--- config.mk ---
export PLATFORM = sky130hd
export DESIGN_NAME = dma_chan_ctrl
export DESIGN_NICKNAME = d
export VERILOG_FILES = /design/src/rtl/dma_chan_pkg.sv /design/src/rtl/dma_chan_regs.sv /design/src/rtl/dma_chan_seq.sv /design/src/rtl/dma_chan_ctrl.sv
export SDC_FILE = /design/constraint.sdc
export NUM_CORES = 1
export LEC_CHECK = 0
export BUFFER_PORTS_ARGS = -buffer_cell sky130_fd_sc_hd__buf_4
export CORE_MARGIN = 5
export CORE_UTILIZATION = 50
export DETAILED_ROUTE_END_ITERATION = 10
export GPL_TIMING_DRIVEN = 0
export PLACE_DENSITY = 0.85
export SKIP_LAST_GASP = 1
export SLEW_MARGIN = 0
export SYNTH_ARGS = -nofsm -noshare
export SYNTH_HDL_FRONTEND = slang
export SYNTH_SLANG_ARGS = --single-unit
--- constraint.sdc ---
create_clock -name clk -period 5.3 [get_ports clk]
set_input_delay 1.06 -clock clk [delete_from_list [all_inputs] [get_ports clk]]
set_output_delay 1.06 -clock clk [all_outputs]
set_load 0.005 [all_outputs]
--- src/rtl/dma_chan_pkg.sv ---
package dma_chan_pkg;
  localparam logic [1:0] ADDR_CTRL = 2'd0;
  localparam logic [1:0] ADDR_CNT  = 2'd1;
  localparam logic [1:0] ADDR_VEC  = 2'd2;
  localparam int BIT_EN  = 0;
  localparam int BIT_END = 1;
  localparam int BIT_IE  = 2;

  typedef struct packed {
    logic decCount;
    logic setEnd;
  } chanStrobe_t;

  typedef enum logic {ST_IDLE, ST_ACTIVE} seqState_t;
endpackage

--- src/rtl/dma_chan_regs.sv ---
module dma_chan_regs
  import dma_chan_pkg::*;
#(
  parameter int DATA_W = 32,
  parameter int CNT_W  = 16,
  parameter int VEC_W  = 8
)(
  input  logic              clk,
  input  logic              rstN,
  input  logic              standbyEnter,
  input  logic              modStandby,
  input  logic              regWrEn,
  input  logic              regRdEn,
  input  logic [1:0]        regAddr,
  input  logic [DATA_W-1:0] regWrData,
  output logic [DATA_W-1:0] regRdData,
  input  chanStrobe_t       strobe,
  output logic              chanEn,
  output logic              endFlag,
  output logic              irqEn,
  output logic              cntZero,
  output logic              cntOne,
  output logic [VEC_W-1:0]  vecOut
);
  localparam int CNT_PAD = DATA_W - CNT_W;
  localparam int VEC_PAD = DATA_W - VEC_W;

  logic [CNT_W-1:0] cnt;
  logic             armed;
  logic             wrCtl, wrCnt, wrVec, rdCtl;

  assign wrCtl = regWrEn && !modStandby && (regAddr == ADDR_CTRL);
  assign wrCnt = regWrEn && !modStandby && (regAddr == ADDR_CNT);
  assign wrVec = regWrEn && !modStandby && (regAddr == ADDR_VEC);
  assign rdCtl = regRdEn && !modStandby && (regAddr == ADDR_CTRL);

  always_ff @(posedge clk or negedge rstN) begin
    if (!rstN)             chanEn <= 1'b0;
    else if (standbyEnter) chanEn <= 1'b0;
    else if (wrCtl)        chanEn <= regWrData[BIT_EN];
  end

  always_ff @(posedge clk or negedge rstN) begin
    if (!rstN)      irqEn <= 1'b0;
    else if (wrCtl) irqEn <= regWrData[BIT_IE];
  end

  always_ff @(posedge clk or negedge rstN) begin
    if (!rstN)              endFlag <= 1'b0;
    else if (strobe.setEnd) endFlag <= 1'b1;
    else if (wrCtl && armed && !regWrData[BIT_END]) endFlag <= 1'b0;
  end

  always_ff @(posedge clk or negedge rstN) begin
    if (!rstN)                   armed <= 1'b0;
    else if (wrCtl)              armed <= 1'b0;
    else if (rdCtl && endFlag)   armed <= 1'b1;
  end

  always_ff @(posedge clk or negedge rstN) begin
    if (!rstN)                cnt <= '0;
    else if (wrCnt)           cnt <= regWrData[CNT_W-1:0];
    else if (strobe.decCount) cnt <= cnt - 1'b1;
  end

  always_ff @(posedge clk) begin
    if (wrVec) vecOut <= regWrData[VEC_W-1:0];
  end

  assign cntZero = (cnt == '0);
  assign cntOne  = (cnt == CNT_W'(1));

  always_comb begin
    regRdData = '0;
    case (regAddr)
      ADDR_CTRL: begin
        regRdData[BIT_EN]  = chanEn;
        regRdData[BIT_END] = endFlag;
        regRdData[BIT_IE]  = irqEn;
      end
      ADDR_CNT: regRdData = {{CNT_PAD{1'b0}}, cnt};
      ADDR_VEC: regRdData = {{VEC_PAD{1'b0}}, vecOut};
      default:  regRdData = '0;
    endcase
  end


  endHold_chk: assert property (@(posedge clk) disable iff (!rstN)
    endFlag && !armed |=> endFlag);

  endSet_chk: assert property (@(posedge clk) disable iff (!rstN)
    !endFlag && !strobe.setEnd |=> !endFlag);

  standbyClr_chk: assert property (@(posedge clk) disable iff (!rstN)
    standbyEnter |=> !chanEn);

  vecUpper_chk: assert property (@(posedge clk) disable iff (!rstN)
    (regAddr == ADDR_VEC) |-> (regRdData[DATA_W-1:VEC_W] == '0));
endmodule

--- src/rtl/dma_chan_seq.sv ---
module dma_chan_seq
  import dma_chan_pkg::*;
(
  input  logic        clk,
  input  logic        rstN,
  input  logic        modStandby,
  input  logic        reqMode,
  input  logic        xferReq,
  input  logic        xferDone,
  input  logic        masterEn,
  input  logic        nmiFlag,
  input  logic        addrErrFlag,
  input  logic        chanEn,
  input  logic        endFlag,
  input  logic        cntZero,
  input  logic        cntOne,
  output chanStrobe_t strobe,
  output logic        xferBusy
);
  seqState_t state, stateNxt;
  logic      aborted, abortedNxt;
  logic      gateOk, startOk, abortNow;

  assign gateOk   = chanEn && masterEn && !nmiFlag && !addrErrFlag;
  assign startOk  = gateOk && !endFlag && !cntZero && (!reqMode || xferReq);
  assign abortNow = aborted || !gateOk;

  always_comb begin
    stateNxt   = state;
    abortedNxt = aborted;
    strobe     = '0;
    if (!modStandby) begin
      case (state)
        ST_IDLE: if (startOk) stateNxt = ST_ACTIVE;
        ST_ACTIVE: begin
          if (xferDone) begin
            strobe.decCount = 1'b1;
            strobe.setEnd   = cntOne && !abortNow;
            stateNxt        = ST_IDLE;
            abortedNxt      = 1'b0;
          end else if (!gateOk) begin
            abortedNxt = 1'b1;
          end
        end
        default: stateNxt = ST_IDLE;
      endcase
    end
  end

  always_ff @(posedge clk or negedge rstN) begin
    if (!rstN) begin
      state   <= ST_IDLE;
      aborted <= 1'b0;
    end else begin
      state   <= stateNxt;
      aborted <= abortedNxt;
    end
  end

  assign xferBusy = (state == ST_ACTIVE);


  busyHold_chk: assert property (@(posedge clk) disable iff (!rstN)
    xferBusy && !(xferDone && !modStandby) |=> xferBusy);

  gateBlock_chk: assert property (@(posedge clk) disable iff (!rstN)
    !xferBusy && (!chanEn || !masterEn || nmiFlag || addrErrFlag || endFlag) |=> !xferBusy);

  abortNoEnd_chk: assert property (@(posedge clk) disable iff (!rstN)
    xferBusy && !chanEn && xferDone |-> !strobe.setEnd);

  decOnlyBusy_chk: assert property (@(posedge clk) disable iff (!rstN)
    !xferBusy |-> !strobe.decCount);
endmodule

--- src/rtl/dma_chan_ctrl.sv ---
module dma_chan_ctrl
  import dma_chan_pkg::*;
#(
  parameter int DATA_W = 32,
  parameter int CNT_W  = 16,
  parameter int VEC_W  = 8
)(
  input  logic              clk,
  input  logic              rstN,
  input  logic              standbyEnter,
  input  logic              modStandby,
  input  logic              regWrEn,
  input  logic              regRdEn,
  input  logic [1:0]        regAddr,
  input  logic [DATA_W-1:0] regWrData,
  output logic [DATA_W-1:0] regRdData,
  input  logic              masterEn,
  input  logic              nmiFlag,
  input  logic              addrErrFlag,
  input  logic              reqMode,
  input  logic              xferReq,
  input  logic              xferDone,
  output logic              xferBusy,
  output logic              irqOut,
  output logic [VEC_W-1:0]  irqVector
);
  chanStrobe_t strobe;
  logic chanEn, endFlag, irqEn, cntZero, cntOne;

  dma_chan_regs #(.DATA_W(DATA_W), .CNT_W(CNT_W), .VEC_W(VEC_W)) u_regs (
    .clk(clk), .rstN(rstN), .standbyEnter(standbyEnter), .modStandby(modStandby),
    .regWrEn(regWrEn), .regRdEn(regRdEn), .regAddr(regAddr),
    .regWrData(regWrData), .regRdData(regRdData), .strobe(strobe),
    .chanEn(chanEn), .endFlag(endFlag), .irqEn(irqEn),
    .cntZero(cntZero), .cntOne(cntOne), .vecOut(irqVector)
  );

  dma_chan_seq u_seq (
    .clk(clk), .rstN(rstN), .modStandby(modStandby), .reqMode(reqMode),
    .xferReq(xferReq), .xferDone(xferDone), .masterEn(masterEn),
    .nmiFlag(nmiFlag), .addrErrFlag(addrErrFlag), .chanEn(chanEn),
    .endFlag(endFlag), .cntZero(cntZero), .cntOne(cntOne),
    .strobe(strobe), .xferBusy(xferBusy)
  );

  assign irqOut = endFlag && irqEn;


  irqNeedsEnd_chk: assert property (@(posedge clk) disable iff (!rstN)
    irqOut |-> (regAddr != ADDR_CTRL) || regRdData[BIT_END]);
endmodule

==> After elaboration in Yosys (flattened, before gate mapping) <==
Cells that the tools add are included.
{ "totals": {"elab_cells": 68, "reg_bits": 30} }
{ "op_classes": {"n_mux": 18, "bitwise": 2, "addsub": 1, "n_eq_ne": 4, "reduce_logical": 35} }
{ "ops": {"columns": ["operator", "count"], "rows": [
  ["2-to-1 mux 16 bit", 2],
  ["case mux 13 bit (2 select lines)", 1],
  ["logical AND 1 bit", 17],
  ["== test 16 x 1 -> 1 bit, second input constant", 1],
  ["logical NOT 16 bit", 1],
  ["subtractor 16 x 1 -> 16 bit, second input constant", 1],
  ["2-to-1 mux 1 bit", 10],
  ["logical NOT 1 bit", 9],
  ["case mux 3 bit (3 select lines)", 1],
  ["nonzero test 2 bit", 4],
  ["2-to-1 mux 2 bit", 3],
  ["AND reduction 3 bit", 1],
  ["== test 2 x 1 -> 1 bit, second input constant", 1],
  ["== test 2 bit, second input constant", 1],
  ["logical NOT 2 bit", 1],
  ["logical OR 1 bit", 2],
  ["inequality test 2 bit, second input constant", 1],
  ["NOT 1 bit", 2],
  ["case mux 1 bit (2 select lines)", 1]
]} }

==> Logic depth before layout (Yosys ltp) <==
{ "logic_depth": {"word_depth": 12, "depth_mapped": 8, "mapped_depth_nobuf": 6} }

==> Hierarchy <==
Synthesis repeated with hierarchy kept, for this count alone.
{ "hier_totals": {"cells_unflattened": 192, "hier_area_um2": 1893.1} }
{ "modules_own_cells": {"columns": ["mod", "seq_area_each_um2", "area_each_um2", "cells_per_inst", "n_inst"], "rows": [
  ["dma_chan_regs", 740.7, 1766.7, 179, 1],
  ["dma_chan_seq", 50.0, 120.1, 12, 1],
  ["dma_chan_ctrl", 0.0, 6.3, 1, 1]
]} }

==> Worst setup path after synthesis <==
Ideal clock, no wire load.
{ "synth_timing": {"kind": "input to output", "start": "input port regAddr[1]", "end": "output port regRdData[2]", "setup_slack_ns": 2.263, "arrival_ns": 1.977, "required_ns": 4.240, "cell_stages": 6, "n_path_buf": 2, "path_cell_list": "inv_1 ha_1 clkbuf_1 clkbuf_1 a222oi_1 nor2_1"} }
{ "synth_between": {"elab_chain_cells": 2} }
{ "synth_lines": {"columns": ["item", "line_no", "text"], "rows": [
  ["from (decl)", "dma_chan_ctrl.sv:14", "input logic [1:0] regAddr,"],
  ["== test 2 bit (tied with other cells)", "dma_chan_regs.sv:75", "case (regAddr)"],
  ["case mux 3 bit (3 select lines) *", "dma_chan_regs.sv:75", null],
  ["to (decl)", "dma_chan_ctrl.sv:16", "output logic [DATA_W-1:0] regRdData,"]
]} }
Every way passes the cells marked *; elsewhere a longest branch is shown, timed or not.

==> Worst setup path after layout <==
Same ends and word-level chain as after synthesis.

==> Implementation_results.wiki <==
{| class="wikitable"
! Metric !! Value
|-
| Final-layout fill cell count || 308
|-
| Antenna cell count || 0
|-
| Leading register cell type out of synthesis || dfrtp_1
|-
| Type of destination of the critical path || output port
|-
| Final std cells w/o fill || 322
|-
| Dominant cell type by area after synthesis || dfrtp_1
|-
| Number of DRC violations after detailed-routing iteration 0 || 112
|-
| Buffers added on ports || 55
|-
| Final setup violation count || 0
|-
| DR vias || 1,640
|-
| Aggregate global-route resource usage || 0.192
|-
| Placement Setup Slack || 1.71 ns
|-
| Number of antenna violations at the first check in global routing || 0
|-
| Type of the worst setup path || primary input to output port
|-
| TritonCTS clock tree || done
|-
| Worst-path cell chain || buf_4, inv_1, ha_1, clkbuf_1, clkbuf_1, a222oi_1, nor2_1, buf_4
|-
| Final clock skew || 0.00809 ns
|-
| Die Width || 71.3 um
|-
| Boundary pin count || 88
|-
| Total Neg Setup Slack || 0 ns
|-
| Final Worst Setup Slack || 1.73 ns
|-
| Reg-to-reg startpoint || u_regs.cnt[1]$_DFFE_PN0P_
|-
| Maximum level of the CTS H-tree || 2
|-
| Remaining Overflow, GRT || 0
|-
| Synth Cell Area || 1880 um2
|-
| Clock root buffer master || clkbuf_8
|-
| Post-synthesis register bit count || 30
|-
| Most area-consuming cells after synthesis || dfrtp_1, edfxtp_1, buf_4, nand2_1, ha_1
|-
| Setup repair bufs after CTS || 0
|-
| Clock Latency Late Sink || 0.29 ns
|-
| Endpoint of the most critical register-to-register path || u_regs.cnt[8]$_DFFE_PN0P_
|-
| Number of synthesis warnings || 0
|-
| Number of DRC violations after detailed routing || 0
|-
| Core Footprint || 3660 um2
|-
| Share of the synthesized area in the top cell type || 0.293
|-
| Initial standard-cell utilization of the core || 0.513
|-
| Minimum period implied by the final worst setup slack || 3.57 ns
|-
| Routed wire per std cell || 14.2 um
|-
| Maximum clock frequency || 280 MHz
|-
| Routed wire length || 4.58 mm
|-
| Via count of the first global-routing pass || 1,621
|-
| Bufs and invs on worst path || 5
|-
| Largest fanout on the critical path || 10
|-
| PD cells || 264 nW/um2
|-
| Area growth from synthesis to final layout || 32.7%
|-
| Clock transition time at the flip-flop clock pins of the worst setup and hold paths || 0.06 ns
|-
| Data arrival time of the critical path || 2.51 ns
|-
| Post-layout net count || 325
|-
| Total die area || 5080 um2
|-
| Inserted Clock Buffers || 5
|-
| Fraction of synthesis flops using an asynchronous set or reset pin || 0.733
|-
| Delay contributed by the slowest stage of the critical path || 0.39 ns
|-
| Most common library cells after synthesis || dfrtp_1, nand2_1, buf_4
|-
| Hold violation total from the final report || 0
|-
| Slack of the worst reg-to-reg path || 3.25 ns
|-
| Detailed Place HPWL || 3.51 mm
|-
| Leakage power || 0.00114 uW
|-
| Post-Syn Instances || 196
|-
| Setup repair after global routing missed its margin || no
|-
| Max-slew violation count || 0
|-
| Worst path depth || 8
|-
| Cell count after placement || 314
|-
| Max-slew headroom at the worst pin || 0.473
|-
| Layout cells sized above 1 || 0.314
|-
| Start point of the critical path || regAddr[1]
|-
| Final worst-path cycle share || 0.674
|-
| Status || finished, final reports clean
|-
| Post-cts sizing count || 0
|-
| RePlAce Congestion || 0.875
|-
| Die H || 71.3 um
|-
| CP required || 4.24 ns
|-
| VDD IR max || 0.182 mV
|-
| Worst hold slack || 0.528 ns
|-
| Number of enable flip-flop cells after synthesis || 8
|-
| Dominant delay contributor by cell family on the critical path || buffers and inverters
|-
| First-pass GRT wire length || 7.71 mm
|-
| Final Power || 659 uW
|-
| Pin count of the biggest net entering global routing || 23
|-
| Cell depth of the worst flop-to-flop path || 6
|-
| Remaining antenna violation count after routing || 0
|-
| Clock Sinks || 30
|-
| Endpoint of the worst setup timing path || regRdData[2]
|-
| Max-cap violation count || 0
|-
| Slew at the pin with the worst max-slew slack || 0.789 ns
|-
| Startpoint type of the worst setup path || primary input
|-
| Path type of the worst min-delay path || register to register
|-
| Count of hold buffers inserted by post-cts repair || 0
|-
| Total number of placement rows || 22
|-
| Via density || 5.09
|-
| Mean area per synthesized cell || 9.58 um2
|-
| Number of detailed-routing iterations run before antenna repair || 4
|-
| Sequential cell area fraction in the yosys report || 0.421
|-
| Number of distinct library cell variants in the gate-level netlist after synthesis || 47
|-
| Crit-path slowest cell || clkbuf_1
|-
| Maximum root-to-sink buffer count || 2
|}
worst register-to-register path, cell delays in order, from the launching register on:
cell and delay [ns]:
dfrtp_1 0.43, inv_1 0.10, ha_1 0.16, nor3b_1 0.66
nand3_1 0.29, xor2_1 0.21, o21ai_1 0.08
flip-flops by register name, summed over array words and instances (netlist names):
signal,count
u_regs.irqEn,1
u_regs.chanEn,1
u_regs.cnt,16
u_seq.xferBusy,1
u_regs.endFlag,1
u_regs.vecOut,8
u_regs.armed,1
u_seq.aborted,1
layout make-up:
cell class / count / area, um2 / share of cell area
buffer: 23 / 146 / 0.0588
clock buffer: 5 / 68.8 / 0.0276
clock inverter: 3 / 16.3 / 0.00653
inverter: 6 / 22.5 / 0.00904
multi-input combinational: 152 / 973 / 0.391
sequential: 30 / 791 / 0.317
tap: 48 / 60.1 / 0.0241
timing repair buffer: 55 / 413 / 0.166
cells in the final DEF, fill, tap and decap left out, types with 5 or more instances in the layout:
master    synthesis  routed
a22oi_1           6       6
and2_1           11      11
buf_4            16      71
clkbuf_1          7       7
clkbuf_8          0       5
conb_1            1      16
dfrtp_1          22      22
edfxtp_1          8       8
ha_1              6       6
inv_1             5       5
nand2_1          22      22
nand3_1           5       5
nor2_1            8       8
nor2b_1           5       5
nor4_1            5       5
o21ai_1          12      12
xnor2_1           6       6
xor2_1            6       6
logic make-up after synthesis:
family / after synthesis / synth area share
and+or+nand+nor: 83 / 0.249
AOI/OAI and AO/OA: 30 / 0.113
DFF: 30 / 0.421
buffers and inverters: 29 / 0.0900
xor gates and xnor gates: 12 / 0.0560
adders and majority gates: 6 / 0.0400
muxes: 5 / 0.0280
other: 1 / 0.00200
worst min path at each step:
stage | from | to | slack, ns | cells after the start
floorplan | u_seq.aborted$_DFFE_PN0P_ | u_seq.aborted$_DFFE_PN0P_ | 0.46 | 2
global placement | u_seq.aborted$_DFFE_PN0P_ | u_seq.aborted$_DFFE_PN0P_ | 0.49 | 2
detailed placement | u_seq.aborted$_DFFE_PN0P_ | u_seq.aborted$_DFFE_PN0P_ | 0.51 | 2
CTS | u_seq.aborted$_DFFE_PN0P_ | u_seq.aborted$_DFFE_PN0P_ | 0.53 | 2
global route | u_seq.aborted$_DFFE_PN0P_ | u_seq.aborted$_DFFE_PN0P_ | 0.55 | 2
finish | u_seq.aborted$_DFFE_PN0P_ | u_seq.aborted$_DFFE_PN0P_ | 0.53 | 2
layer usage:
layer / wire (um) / track usage / vias to the layer above
met3: 372 / 0.0603 / 5
met5: 0 / 0 / -
met2: 2210 / 0.294 / 55
li1: - / - / 816
met1: 1930 / 0.254 / 764
met4: 59 / 0.0772 / 0
report_power, final:
| part | switching [uW] | internal (uW) | total (uW) | leakage (uW) |
|---|---|---|---|---|
| registers | 47.2 | 271 | 318 | 0.000341 |
| logic | 76.6 | 87.1 | 164 | 0.000760 |
| clock network | 87.4 | 89.6 | 177 | 0.0000416 |
| total | 211 | 448 | 659 | 0.00114 |
per-stage QoR:
step / area [um2] / utilization
3_3_place_gp: 2410 / 0.657
5_1_grt: 2490 / 0.680
2_1_floorplan: 1930 / -
6_report: 2490 / 0.680
4_1_cts: 2490 / 0.680
3_5_place_dp: 2410 / 0.657
Note: power is estimated with default switching activity, not from simulation.
